### src/rtl/pss_pkg.sv
package pss_pkg;

   typedef enum logic [1:0] {
      PS_RUN  = 2'b00,
      PS_HALT = 2'b01,
      PS_SGNT = 2'b10
   } pstate_t;

   localparam int STATE_W   = 2;
   localparam int LINKREQ_N = 3;
   localparam int REQ_SELF  = 0;
   localparam int REQ_BRDG  = 1;
   localparam int REQ_LINK  = 2;

endpackage

### src/rtl/pss_event_dec.sv
module pss_event_dec #(
   parameter int NUM_IRQ = 4
) (
   input  logic               rst_n,
   input  logic               pwr_ok,
   input  logic               init_evt,
   input  logic               nmi_evt,
   input  logic               smi_evt,
   input  logic [NUM_IRQ-1:0] irq_vec,
   output logic               force_o,
   output logic               wake_o
);

   logic irq_any;

   generate
      if (NUM_IRQ < 1) begin : g_bad
         $error("pss_event_dec: NUM_IRQ must be at least 1");
      end
      if (NUM_IRQ == 1) begin : g_single
         assign irq_any = irq_vec[0];
      end else begin : g_multi
         logic [NUM_IRQ-1:0] acc;
         for (genvar i = 0; i < NUM_IRQ; i++) begin : g_or
            if (i == 0) begin : g_first
               assign acc[i] = irq_vec[i];
            end else begin : g_next
               assign acc[i] = acc[i-1] | irq_vec[i];
            end
         end
         assign irq_any = acc[NUM_IRQ-1];
      end
   endgenerate

   // reset, power loss and INIT dominate every other event
   assign force_o = !rst_n || !pwr_ok || init_evt;
   assign wake_o  = nmi_evt || smi_evt || irq_any;

endmodule

### src/rtl/pss_state_core.sv
module pss_state_core
   import pss_pkg::*;
(
   input  logic    clk,
   input  logic    force_i,
   input  logic    wake_i,
   input  logic    stpclk_on,
   input  logic    stpclk_off,
   input  logic    instr_bnd,
   input  logic    halt_req,
   input  logic    release_ok,
   output pstate_t state_q,
   output pstate_t state_nxt,
   output logic    sg_pulse_q
);

   logic pend_q, pend_d;
   logic from_halt_q, from_halt_d;
   logic enter_sg;
   logic stop_req;

   // a live request, or a pending one not cancelled this cycle
   assign stop_req = stpclk_on || (pend_q && !stpclk_off);

   always_comb begin
      state_nxt   = state_q;
      pend_d      = pend_q;
      from_halt_d = from_halt_q;
      enter_sg    = 1'b0;
      unique case (state_q)
         PS_RUN: begin
            if (stpclk_on)       pend_d = 1'b1;
            else if (stpclk_off) pend_d = 1'b0;
            if (stop_req && instr_bnd) begin
               state_nxt   = PS_SGNT;
               from_halt_d = 1'b0;
               pend_d      = 1'b0;
               enter_sg    = 1'b1;
            end else if (halt_req) begin
               state_nxt = PS_HALT;
            end
         end
         PS_HALT: begin
            if (wake_i) begin
               state_nxt = PS_RUN;
               if (stpclk_on)       pend_d = 1'b1;
               else if (stpclk_off) pend_d = 1'b0;
            end else if (stop_req) begin
               state_nxt   = PS_SGNT;
               from_halt_d = 1'b1;
               pend_d      = 1'b0;
               enter_sg    = 1'b1;
            end else if (stpclk_off) begin
               pend_d = 1'b0;
            end
         end
         PS_SGNT: begin
            if (stpclk_off && release_ok)
               state_nxt = from_halt_q ? PS_HALT : PS_RUN;
         end
         default: begin
            state_nxt = PS_RUN;
            pend_d    = 1'b0;
         end
      endcase
   end

   always_ff @(posedge clk) begin
      if (force_i) begin
         state_q     <= PS_RUN;
         pend_q      <= 1'b0;
         from_halt_q <= 1'b0;
         sg_pulse_q  <= 1'b0;
      end else begin
         state_q     <= state_nxt;
         pend_q      <= pend_d;
         from_halt_q <= from_halt_d;
         sg_pulse_q  <= enter_sg;
      end
   end

endmodule

### src/rtl/pss_link_ctl.sv
module pss_link_ctl
   import pss_pkg::*;
(
   input  logic                 clk,
   input  logic                 force_i,
   input  pstate_t              state_q,
   input  pstate_t              state_nxt,
   input  logic                 ldt_stop,
   input  logic                 reinit_done,
   input  logic                 probe_act,
   output logic                 release_ok,
   output logic                 reinit_pend_q,
   output logic                 div_en_q,
   output logic [LINKREQ_N-1:0] req_q
);

   logic in_sg;
   logic req_set;

   assign in_sg      = (state_q == PS_SGNT);
   assign req_set    = in_sg && ldt_stop;
   assign release_ok = !ldt_stop && !reinit_pend_q;

   // sticky until the link reports it is back up after link-stop fell
   always_ff @(posedge clk) begin
      if (force_i)
         reinit_pend_q <= 1'b0;
      else if (req_set)
         reinit_pend_q <= 1'b1;
      else if (!ldt_stop && reinit_done)
         reinit_pend_q <= 1'b0;
   end

   always_ff @(posedge clk) begin
      if (force_i)
         div_en_q <= 1'b0;
      else
         div_en_q <= (state_nxt == PS_SGNT) && !probe_act;
   end

   generate
      for (genvar k = 0; k < LINKREQ_N; k++) begin : g_req
         always_ff @(posedge clk) begin
            if (force_i) req_q[k] <= 1'b0;
            else         req_q[k] <= req_set;
         end
      end
   endgenerate

endmodule

### src/rtl/pwr_state_seq.sv
module pwr_state_seq
   import pss_pkg::*;
#(
   parameter int NUM_IRQ = 4
) (
   input  logic               clk,
   input  logic               rst_n,
   input  logic               pwr_ok,
   input  logic               init_evt,
   input  logic               nmi_evt,
   input  logic               smi_evt,
   input  logic [NUM_IRQ-1:0] irq_vec,
   input  logic               stpclk_on,
   input  logic               stpclk_off,
   input  logic               instr_bnd,
   input  logic               halt_req,
   input  logic               probe_act,
   input  logic               ldt_stop,
   input  logic               link_reinit_done,
   output logic               sg_cycle,
   output logic               clk_div_en,
   output logic               mem_selfref_req,
   output logic               bridge_ramp_req,
   output logic               link_chg_req,
   output logic [1:0]         state_o
);

   logic                 force_w;
   logic                 wake_w;
   logic                 release_ok;
   logic                 reinit_pend;
   logic [LINKREQ_N-1:0] req_w;
   pstate_t              state_q;
   pstate_t              state_nxt;

   pss_event_dec #(.NUM_IRQ(NUM_IRQ)) u_dec (
      .rst_n    (rst_n),
      .pwr_ok   (pwr_ok),
      .init_evt (init_evt),
      .nmi_evt  (nmi_evt),
      .smi_evt  (smi_evt),
      .irq_vec  (irq_vec),
      .force_o  (force_w),
      .wake_o   (wake_w)
   );

   pss_state_core u_core (
      .clk        (clk),
      .force_i    (force_w),
      .wake_i     (wake_w),
      .stpclk_on  (stpclk_on),
      .stpclk_off (stpclk_off),
      .instr_bnd  (instr_bnd),
      .halt_req   (halt_req),
      .release_ok (release_ok),
      .state_q    (state_q),
      .state_nxt  (state_nxt),
      .sg_pulse_q (sg_cycle)
   );

   pss_link_ctl u_link (
      .clk           (clk),
      .force_i       (force_w),
      .state_q       (state_q),
      .state_nxt     (state_nxt),
      .ldt_stop      (ldt_stop),
      .reinit_done   (link_reinit_done),
      .probe_act     (probe_act),
      .release_ok    (release_ok),
      .reinit_pend_q (reinit_pend),
      .div_en_q      (clk_div_en),
      .req_q         (req_w)
   );

   assign mem_selfref_req = req_w[REQ_SELF];
   assign bridge_ramp_req = req_w[REQ_BRDG];
   assign link_chg_req    = req_w[REQ_LINK];
   assign state_o         = state_q;

endmodule

### config.mk
export PLATFORM = sky130hd
export DESIGN_NAME = pwr_state_seq
export DESIGN_NICKNAME = d
export VERILOG_FILES = /design/src/rtl/pss_pkg.sv /design/src/rtl/pss_event_dec.sv /design/src/rtl/pss_state_core.sv /design/src/rtl/pss_link_ctl.sv /design/src/rtl/pwr_state_seq.sv
export SDC_FILE = /design/constraint.sdc
export NUM_CORES = 1
export LEC_CHECK = 0
export BUFFER_PORTS_ARGS = -buffer_cell sky130_fd_sc_hd__buf_2
export CAP_MARGIN = 0
export CORE_AREA = 2 2 39 41
export CTS_CLUSTER_SIZE = 28
export DETAILED_ROUTE_END_ITERATION = 8
export DIE_AREA = 0 0 41 43
export PLACE_DENSITY_LB_ADDON = 0.15
export SLEW_MARGIN = 10
export SYNTH_ARGS = -nofsm -noshare
export SYNTH_HDL_FRONTEND = slang
export SYNTH_HIERARCHICAL = 1
export SYNTH_SLANG_ARGS = --single-unit
### constraint.sdc
create_clock -name clk -period 1.8 [get_ports clk]
set_input_delay 0.36 -clock clk [delete_from_list [all_inputs] [get_ports clk]]
set_output_delay 0.36 -clock clk [all_outputs]
set_load 0.005 [all_outputs]
# Yosys cells after proc, flatten, opt, wreduce, memory -nomap -nowiden
# Index checks and enable logic that the tools add are counted.
# Widths: inputs -> output; s select.
dict set report classes {
  eq_ne 6
  mux 23
  bitwise 3
  reduce_logical 22
}
# cell count
set ops {}
lappend ops {{$mux 1} 14}
lappend ops {{$mux 2} 5}
lappend ops {{$logic_and 1x1->1} 7}
lappend ops {{$logic_not 1->1} 6}
lappend ops {{$pmux 2 s3} 1}
lappend ops {{$logic_or 1x1->1} 5}
lappend ops {{$eq 2x2->1 const B} 2}
lappend ops {{$ne 2x1->1 const B} 2}
lappend ops {{$pmux 1 s2} 2}
lappend ops {{$reduce_and 4->1} 1}
lappend ops {{$reduce_bool 2->1} 2}
lappend ops {{$or 1x1->1} 3}
lappend ops {{$pmux 1 s3} 1}
lappend ops {{$eq 2x1->1 const B} 1}
lappend ops {{$logic_not 2->1} 1}
lappend ops {{$ne 2x2->1 const B} 1}
dict set report totals {
  register_bits 8
  inputBits 17
  out_inout_bits 7
  elab_cells 61
}

# Logic depth before layout (Yosys ltp)
# Gate-level depths: netlist of the first run.
dict set report logic_depth {
  ltp_word 8
  ltp_mapped 7
  mapped_depth_nobuf 7
}

# Hierarchy
# Netlist of the first run, hierarchy kept.
# mod instances cells_per_inst area_per_inst_um2 seq_area_each_um2
set by_module_without_submodules {}
lappend by_module_without_submodules {pss_state_core 1 33 296.5 100.1}
lappend by_module_without_submodules {pss_link_ctl 1 12 118.9 60.1}
lappend by_module_without_submodules {pss_event_dec 1 4 21.3 0.0}

# Least setup slack after synthesis of the first run
# OpenSTA, ideal clock, no wires.
dict set report synth_timing {
  path_kind {input -> register}
  startpoint {input irq_vec[1]}
  endpoint {register u_link.div_en_q}
  setup_ns 0.097
  t_arrival_ns 1.465
  required_ns 1.703
  path_slack_ns 0.238
  cell_stages 7
  path_buffers 0
  cell_sequence {nor4_1 -> nand2_1 -> nor3b_4 -> o22ai_1 -> a21boi_0 -> a21oi_1 -> nor4b_1}
}
dict set report synth_between {
  elab_chain_len 8
}
# element line_no
set synth_rtl {}
lappend synth_rtl {{from (decl)} pwr_state_seq.sv:12} ;# input logic [NUM_IRQ-1:0] irq_vec,
lappend synth_rtl {{$or 1x1->1 (3 in series)} pss_event_dec.sv:28} ;# assign acc[i] = acc[i-1] | irq_vec[i];
lappend synth_rtl {{$logic_or 1x1->1} pss_event_dec.sv:37} ;# assign wake_o = nmi_evt || smi_evt || irq_any;
lappend synth_rtl {{net wake_w} pwr_state_seq.sv:29} ;# logic wake_w;
lappend synth_rtl {{$mux 2} pss_state_core.sv:44} ;# if (wake_i) begin
lappend synth_rtl {{$pmux 2 s3} pss_state_core.sv:30} ;# unique case (state_q)
lappend synth_rtl {{net state_nxt[1]} pwr_state_seq.sv:34} ;# pstate_t state_nxt;
lappend synth_rtl {{$eq 2x2->1} pss_link_ctl.sv:38} ;# div_en_q <= (state_nxt == PS_SGNT) && !probe_act;
lappend synth_rtl {{$logic_and 1x1->1} pss_link_ctl.sv:38}
lappend synth_rtl {{to (signal assigned)} pss_link_ctl.sv:38}
lappend synth_rtl {{to (decl)} pss_link_ctl.sv:13} ;# output logic div_en_q,
# The timed path passes the listed nets, and every way through them passes these cells.
# A chain may end at the register's enable or synchronous reset.

# Final worst setup path of the first run
# Same ends and word-level chain as after synthesis.

==> qor.yml, run 1 <==
route:
  wl_met1_um: 382
  dr_total_vias: 446
  drc_errors: 0
  met2_length_um: 447
  wl_met3_um: 72
  ant_nets: 0
  first_pass_iters: 4
  drt_iter0_drc: 3
  routed.top_layer: "met4"
  routed_wirelength_um: 912
  drt-wirelength-per-cell_um: 9.91
  vias_per_cell: 4.85
synthesis:
  synth.top_cell.area_share_pct: 36.7
  yosys.area.top_type: "dfxtp_1"
  synth_top_family_by_area: "simple AND/OR/NAND/NOR gates"
  synthSimpleGateAreaFrac_pct: 32.4
  synth_mux_area_share_pct: 0
  ys_types: 25
  synth_nets: 66
  syn_avg_cell_area_um2: 8.91
  synth-xor-area-share_pct: 0
  synth-adder-area-share_pct: 0
  yosys_register_bits: 8
  synth_compound_area_share_pct: 21.5
  seq_area_frac_synth_pct: 36.7
  yosys_warnings: 6
  synthesis.area_um2: 437
  synthTopCellsByArea: "dfxtp_1, buf_6, a21oi_1, nor2_1, nor3b_4"
  syn_inst: 49
timing:
  period_minus_slack_ps: 1540
  tightest_slew_ps: 290
  fin_ws_ps: 264
  drv_slew: 0
  hold_ws_ps: 266
  relSlewSlack_pct: 80.6
  hold_viol: 0
  rsz0062_at_grt: "false"
  timing.final.crit_share_pct: 85.4
  setup_tns_ps: 0
  finClkSkew_ps: 2.29
  setup_viol: 0
  fmax_ghz: 0.651
worst_setup_path:
  end_kind: "register"
  r2r_cells: 5
  cp.depth: 8
  crit_path_max_fanout: 2
  critical_path_class: "in -> reg"
  critical-path-top-delay-family: "simple AND/OR/NAND/NOR gates"
  cp.arrival_ps: 1690
  crit_chain: "buf_2, nor4_1, nand2_1, nor3b_4, o22ai_1, a21boi_0, a21oi_1, nor4b_1"
  cp_slowest_cell: "nor4_1"
  cpPeakStageDelay_ps: 270
  path_buf_inv: 1
  setup.worst_path.start_class: "primary input"
  required_ps: 1950
grt:
  grt_max_degree: 9
  grtUsageTotal_pct: 13.1
  grt_pass1_vias: 378
  grt_overflow: 0
  grt_pass1_wl_um: 1500
  antenna_found_initial: 0
layout:
  nets: 95
  syn_to_final_growth_pct: 36.1
  antenna_cells: 0
  drive_above_1_share_pct: 43.4
  fin_cells: 92
floorplanning:
  die_h_um: 43
  fp.dieW_um: 41
  core-area_um2: 1380
  io_pins: 24
  dieArea_um2: 1760
  start_util_pct: 31.6
  rows: 14
cts:
  cts_resized: 0
  clk_pin_slew_ps: 60
  holdBufCountCts: 0
  cts_root_buf: "clkbuf_4"
  clk_latency_ps: 250
  cts.sink_count: 8
  post_cts_buffers: 0
  cts_tree: "built"
  cts_buffers: 3
  h-tree-depth: 1
  cts_buffer_depth: 2
power:
  power.density_nw_per_um2: 619
  p_leak_nw: 0.270
  irDropWorstVdd_uv: 267
placed_design:
  place_congestion: 0.678
  place.port_buffers: 23
  dp_cells: 89
  post-place-ws_ps: 6.58
  dp_hpwl_um: 744
status:
  status: "complete, no violations"
worst_hold_path:
  hold_class: "in -> reg"
  holdPathStages: 2
flow_run:
  drv_cap: 0
power by group:
part           switching, mW  total [mW]  internal [mW]
Combinational         0.0210      0.0507         0.0297
Sequential           0.00208       0.181          0.179
Clock                 0.0600       0.136         0.0762
Total                 0.0830       0.368          0.285
path summary, 6_finish.rpt:
kind,startpoint,endpoint,slack [ps]
worst max register to register,u_core/state_q[1],u_link/div_en_q,300
worst min register to register,u_core/from_halt_q,u_core/from_halt_q,470
worst max-delay path,irq_vec[1],u_link/div_en_q,260
worst min-delay path,probe_act,u_link/div_en_q,270
cell usage in the layout (no fill, tap or decap), types with 2 or more instances in the layout:
| cell type | Yosys | layout |
|---|---|---|
| buf_2 | 0 | 23 |
| dfxtp_1 | 8 | 8 |
| buf_4 | 2 | 5 |
| nor2_1 | 5 | 5 |
| nand2_1 | 4 | 4 |
| a21oi_1 | 4 | 4 |
| clkbuf_4 | 0 | 3 |
| nor2b_1 | 2 | 2 |
| o21ai_0 | 2 | 2 |
| or2b_1 | 2 | 2 |
| nor3_1 | 2 | 2 |
| nand3b_1 | 2 | 2 |
area by class of cell:
cell class | instances | area (um2)
fill | 163 | 790
clock buffer | 3 | 22.5
sequential | 8 | 160
tap | 16 | 20.0
inverter | 1 | 3.75
timing repair buffer | 28 | 153
multi-input combinational | 36 | 235
stage by stage:
step                      power, mW  cell area (um2)  utilization [%]
after global routing          0.399              594             42.9
after CTS                     0.376              594             42.9
after floorplan               0.209              437                -
after detailed placement      0.236              572             41.3
final                         0.368              594             42.9
after global placement        0.236              572             41.3
state kept, by name (all words and copies together) (netlist names):
signal,flops
u_core/from_halt_q,1
u_core/pend_q,1
u_core/sg_pulse_q,1
u_core/state_q,2
u_link/div_en_q,1
u_link/reinit_pend_q,1
u_link/req_q,1
per-layer routing:
layer  vias to the layer above  track usage, %
li1                        233               -
met1                       196            14.2
met2                        15            19.4
met3                         2            4.71
met4                         0            10.0
met5                         -               0
kinds of logic (layout without fill, tap and decap cells):
kind of cell,after synthesis,count (layout)
simple gates,22,22
flops,8,8
compound gates,14,14
buf+inv,5,32
cells in the mapped netlist:
cell      instances
o22ai_1           1
dfxtp_1           8
nor3_1            2
nor4b_1           1
a211o_1           1
nor3b_4           1
buf_6             2
nand3b_1          2
or2b_1            2
nor2b_4           1
o21ai_0           2
o31ai_1           1
a21boi_0          1
nor3b_1           1
nand2_1           4
inv_1             1
a211oi_1          1
a32o_1            1
buf_4             2
nor2b_1           2
nor2_1            5
o32ai_1           1
a21oi_1           4
a21o_1            1
nor4_1            1
No activity file was read; power rests on OpenSTA's default activity.
==> run 2, diff against run 1 <==
--- a/config.mk
+++ b/config.mk
@@ -5,15 +5,16 @@
 export SDC_FILE = /design/constraint.sdc
 export NUM_CORES = 1
 export LEC_CHECK = 0
+export ABC_AREA = 1
 export BUFFER_PORTS_ARGS = -buffer_cell sky130_fd_sc_hd__buf_2
 export CAP_MARGIN = 0
 export CORE_AREA = 2 2 39 41
 export CTS_CLUSTER_SIZE = 28
 export DETAILED_ROUTE_END_ITERATION = 8
 export DIE_AREA = 0 0 41 43
+export GPL_TIMING_DRIVEN = 0
 export PLACE_DENSITY_LB_ADDON = 0.15
 export SLEW_MARGIN = 10
 export SYNTH_ARGS = -nofsm -noshare
 export SYNTH_HDL_FRONTEND = slang
-export SYNTH_HIERARCHICAL = 1
 export SYNTH_SLANG_ARGS = --single-unit
==> qor.yml, run 2 <==
status:
  status: "complete, no violations"
layout:
  final_util_pct: 42.4  # -0.54 points
  top_register: "u_core.state_q"
  layout_common_cells: "buf_2, nand2_1, nor2_1, dfxtp_1, inv_1"
  antenna_cells: 0  # unchanged
  fin_cells: 102  # +11%
  drive_above_1_share_pct: 48.8  # +5.4 points
  fill_cells: 158  # -3.1%
  largest_register_ffs: 2  # unchanged
  syn_to_final_growth_pct: 36.7
  final_area_um2: 587  # -1.3%
  nets: 105  # +11%
  final_common_cell: "buf_2"
power:
  totalPowerFinal_mw: 0.361  # -1.9%
  power.density_nw_per_um2: 616  # -0.60%
  p_leak_nw: 0.315  # +17%
  irDropWorstVdd_uv: 470  # +76%
synthesis:
  synth-edff-count: 0  # unchanged
  synth_nets: 77  # +17%
  synth.top_cell.area_share_pct: 37.3  # +0.64 points
  synth_most_common_cell: "nand2_1"
  ys_types: 16  # -36%
  synth_ff_type: "dfxtp_1"
  synthTopCellsByArea: "dfxtp_1, nand2_1, nor2_1, nor2_2, nand2_4"
  yosys_warnings: 0  # -6
  async_reset_ff_share_pct: 0  # unchanged
  syn_avg_cell_area_um2: 7.15  # -20%
  syn_inst: 60  # +22%
  synthesis.area_um2: 429  # -1.7%
  seq_area_frac_synth_pct: 37.3  # +0.64 points
  synth_top_cells_by_count: "nand2_1, dfxtp_1, nor2_1, inv_1"
  yosys_register_bits: 8  # unchanged
  yosys.area.top_type: "dfxtp_1"
worst_setup_path:
  crit_path_max_fanout: 3  # +1
  cp_slowest_cell: "dfxtp_1"
  cp.arrival_ps: 790  # -900 ps
  cpPeakStageDelay_ps: 310  # +40 ps
  critical-path-top-delay-family: "flip-flops"
  critical_path_class: "reg -> out"
  required_ps: 1440  # -510 ps
  end_kind: "primary output"
  setup.worst_path.start_class: "register"
  path_buf_inv: 2  # +1
  crit_chain: "buf_4, buf_2"
route:
  first_pass_iters: 3  # -1
  routed_wirelength_um: 843  # -7.6%
  vias_per_cell: 4.26  # -12%
  dr_total_vias: 435  # -2.5%
  drt_iter0_drc: 8  # +5
  drt-wirelength-per-cell_um: 8.26  # -17%
  ant_nets: 0  # unchanged
  drc_errors: 0  # unchanged
cts:
  h-tree-depth: 1  # unchanged
  holdBufCountCts: 0  # unchanged
  cts.sink_count: 8  # unchanged
  post_cts_buffers: 0  # unchanged
  cts_buffers: 3  # unchanged
  clk_latency_ps: 250  # about the same
  cts_buffer_depth: 2  # unchanged
  cts_resized: 0  # unchanged
  cts_root_buf: "clkbuf_4"
  clk_pin_slew_ps: 50  # about the same
  cts_tree: "built"
timing:
  drv_slew: 0  # unchanged
  hold_viol: 0  # unchanged
  setup_tns_ps: 0  # unchanged
  hold_ws_ps: 271  # +5.03 ps
  fin_ws_ps: 646  # +383 ps
  relSlewSlack_pct: 84.6  # +4.0 points
  timing.final.crit_share_pct: 64.1  # -21 points
  rsz0062_at_grt: "false"
  fmax_ghz: 0.867  # +33%
  tightest_slew_ps: 230  # -60.4 ps
  finClkSkew_ps: 1.82  # -0.472 ps
  period_minus_slack_ps: 1150  # -383 ps
  setup_viol: 0  # unchanged
worst_hold_path:
  hold_class: "in -> reg"
placed_design:
  post-place-ws_ps: 694  # +688 ps
  dp_cells: 99  # +11%
  place_area_um2: 564  # -1.3%
  place.port_buffers: 23  # unchanged
  place_congestion: 0.782  # +15%
  dp_hpwl_um: 723  # -2.8%
floorplanning:
  die_h_um: 43  # unchanged
  io_pins: 24  # unchanged
  rows: 14  # unchanged
  start_util_pct: 31.0  # -0.54 points
  dieArea_um2: 1760  # unchanged
  fp.dieW_um: 41  # unchanged
  core-area_um2: 1380  # unchanged
grt:
  grt_max_degree: 6  # -3
  antenna_found_initial: 0  # unchanged
  grtUsageTotal_pct: 12.5  # -0.55 points
  grt_pass1_wl_um: 1440  # -3.7%
  grt_pass1_vias: 393  # +4.0%
  grt_overflow: 0  # unchanged
flow_run:
  drv_cap: 0  # unchanged
==> run 2: cell count changes in the layout (fill, tap and decap cells not counted), sizes merged, moves of 2 or more <==
cell / previous run / this run
buf: 28 / 25
nor3b: 2 / 0
nand3: 0 / 6
inv: 1 / 8
nor2b: 3 / 0
nor2: 5 / 12
or2b: 2 / 0
nand2: 4 / 16
==> run 2: final timing paths <==
path                            depth (start not counted)  slack (ps)          startpoint                 end
worst max-delay path                                    2         650     u_link.req_q[0]        link_chg_req
worst min-delay path                                    2         270           probe_act     u_link.div_en_q
worst max register to register                          6         840   u_core.state_q[0]     u_link.div_en_q
worst min register to register                          2         470  u_core.from_halt_q  u_core.from_halt_q
==> run 2: cell families (layout without fill, tap and decap cells) <==
family,Yosys count,count (layout),share of synthesized area [%]
and+or+nand+nor,37,37,45.5
buffers and inverters,10,36,10.5
DFF,8,8,37.3
AOI/OAI and AO/OA,5,5,6.70
==> run 2: layout make-up <==
| cell class | count | area, um2 | area share [%] |
|---|---|---|---|
| repair buffers | 23 | 115 | 19.6 |
| flip-flops and latches | 8 | 160 | 27.3 |
| well taps | 16 | 20.0 | 3.41 |
| inverters | 8 | 30.0 | 5.12 |
| multi-input cells | 42 | 224 | 38.2 |
| plain buffers | 2 | 15.0 | 2.56 |
| clock buffers | 3 | 22.5 | 3.84 |
==> run 2: power breakdown <==
| group | leakage [nW] | total, mW | internal, mW | switching (mW) |
|---|---|---|---|---|
| clock network | 0.0138 | 0.131 | 0.0759 | 0.0548 |
| logic | 0.236 | 0.0495 | 0.0240 | 0.0256 |
| registers | 0.0646 | 0.181 | 0.180 | 0.00156 |
==> run 2: routing by layer <==
| layer | GRT usage, % | part of all wire [%] | vias up |
|---|---|---|---|
| met4 | 4.00 | 0 | 0 |
| li1 | - | - | 239 |
| met2 | 18.1 | 44 | 15 |
| met3 | 9.42 | 12 | 0 |
| met1 | 13.7 | 44 | 181 |
| met5 | 0 | 0 | - |
==> run 3, diff against run 2 <==
==> constraint.sdc (replaced) <==
create_clock -name clk -period 0.9 [get_ports clk]
set_input_delay 0.18 -clock clk [delete_from_list [all_inputs] [get_ports clk]]
set_output_delay 0.18 -clock clk [all_outputs]
set_load 0.005 [all_outputs]
==> qor.yml, run 3 (synthesis gave the netlist of run 2 again) <==
status:
  status: "complete, but fails checks"
  violations: "setup timing"
worst_setup_path:
  end_kind: "primary output"
  crit_chain: "buf_6, buf_6"
  critical-path-top-delay-family: "flip-flops"
  path_buf_inv: 2  # unchanged
  critical_path_class: "reg -> out"
  critical_path.most_common_cell: "buf_6"
  cp_slowest_cell: "dfxtp_2"
  cp.arrival_ps: 780  # about the same
  cpPeakStageDelay_ps: 330  # +20 ps
  crit_path_max_fanout: 3  # unchanged
  required_ps: 720  # -720 ps
  setup.worst_path.start_class: "register"
cts:
  cts_root_buf: "clkbuf_4"
  cts.sink_count: 8  # unchanged
  clk_pin_slew_ps: 50  # about the same
  cts_buffer_depth: 2  # unchanged
  clk_latency_ps: 250  # about the same
  cts_tree: "built"
  cts_buffers: 3  # unchanged
  h-tree-depth: 1  # unchanged
grt:
  antenna_found_initial: 0  # unchanged
  grt_overflow: 0  # unchanged
  grtUsageTotal_pct: 12.7  # +0.20 points
  grt_pass1_wl_um: 1460  # +1.4%
  grt_max_degree: 6  # unchanged
  grt_pass1_vias: 395  # +0.51%
floorplanning:
  die_h_um: 43  # unchanged
  dieArea_um2: 1760  # unchanged
  io_pins: 24  # unchanged
  core-area_um2: 1380  # unchanged
  rows: 14  # unchanged
  fp.dieW_um: 41  # unchanged
  start_util_pct: 31.0  # unchanged
timing:
  hold_viol: 0  # unchanged
  timing.final.crit_share_pct: 107
  drv_slew: 0  # unchanged
  setup_viol: 5  # +5
  fin_ws_ps: -61.5  # -708 ps
  relSlewSlack_pct: 87.5  # +2.9 points
  finClkSkew_ps: 2.61  # +0.790 ps
  tightest_slew_ps: 187  # -43.2 ps
  period_minus_slack_ps: 962
  fmax_ghz: 1.04
  rsz0062_at_grt: "true"
placed_design:
  place_congestion: 0.782  # unchanged
  dp_hpwl_um: 723  # unchanged
  post-place-ws_ps: -64.7  # -759 ps
  place_area_um2: 564  # unchanged
  place.port_buffers: 23  # unchanged
power:
  irDropWorstVdd_uv: 950  # +100%
  p_leak_nw: 0.327  # +4.0%
  power.density_nw_per_um2: 1090  # +78%
route:
  drt_iter0_drc: 6  # -2
  drt-wirelength-per-cell_um: 8.43  # +2.0%
  first_pass_iters: 2  # -1
  ant_nets: 0  # unchanged
  vias_per_cell: 4.29  # +0.69%
  drc_errors: 0  # unchanged
  dr_total_vias: 438  # +0.69%
  routed_wirelength_um: 860  # +2.0%
layout:
  layout_common_cells: "buf_2, nand2_1, nor2_1"
  top_register: "u_core.state_q"
  fill_cells: 148  # -6.3%
  antenna_cells: 0  # unchanged
  nets: 105  # unchanged
  final_common_cell: "buf_2"
  syn_to_final_growth_pct: 54.8
  final_area_um2: 664  # +13%
  largest_register_ffs: 2  # unchanged
  drive_above_1_share_pct: 59.3  # +10 points
worst_hold_path:
  hold_class: "in -> reg"
flow_run:
  drv_cap: 0  # unchanged
[run 3: cell counts in the layout (fill, tap and decap cells not counted)]
Identical to the previous run, type by type.
[run 3: area by class of cell]
cell class	instances	area, um2	share of cell area (%)
multi-input combinational	42	256	38.6
sequential	8	170	25.6
timing repair buffer	23	140	21.1
inverter	8	32.5	4.90
clock buffer	3	22.5	3.39
buffer	2	22.5	3.39
tap	16	20.0	3.01
[run 3: what timing repair did]
item / 4_1_cts / 5_1_grt
gates resized for setup: 15 / 6
hold buffers: 0 / 0
buffers inserted: 0 / 0
pin swaps: 0 / 1
setup endpoints to repair: 10 / 11
endpoints found under the hold margin: 0 / 0
gates cloned: 0 / 0
[run 3: where the power goes]
group / internal (mW) / switching [mW] / total (mW)
sequential: 0.355 / 0.00580 / 0.360
clock: 0.152 / 0.109 / 0.260
combinational: 0.0527 / 0.0538 / 0.106
total: 0.559 / 0.168 / 0.727
[run 3: path summary, 6_finish.rpt]
check,startpoint,end,slack [ps],cells past startpoint
max,u_link.req_q[0],link_chg_req,-60,2
min,probe_act,u_link.div_en_q,90,2
max reg2reg,u_core.state_q[1],u_link.div_en_q,-50,7
min reg2reg,u_link.reinit_pend_q,u_link.reinit_pend_q,480,2
[run 3: through the flow]
step                hold WS, ps  utilization [%]  power (mW)  cells  setup TNS, ps
global route               62.2             48.0       0.791    102           -668
CTS                        80.4             46.3       0.746    102           -249
floorplan                   247                -       0.422     60              0
global placement            344             40.8       0.468     99           -114
detailed placement          345             40.8       0.470     99           -147
finish                     91.4             48.0       0.727    102           -234
[run 3: per-layer routing]
layer / up-vias / wire [um] / global-route usage [%]
li1: 237 / - / -
met1: 185 / 375 / 14.1
met2: 16 / 392 / 18.4
met3: 0 / 91 / 9.42
met4: 0 / 0 / 4.00
met5: - / 0 / 0
[run 3: worst reg2reg max path, stage by stage (launching register included)]
cell and delay (ps):
dfxtp_4 360, inv_4 70, nand2_4 60, a21oi_2 110
nand2_2 90, nand3_2 80, nand2_2 60, nor2_2 70
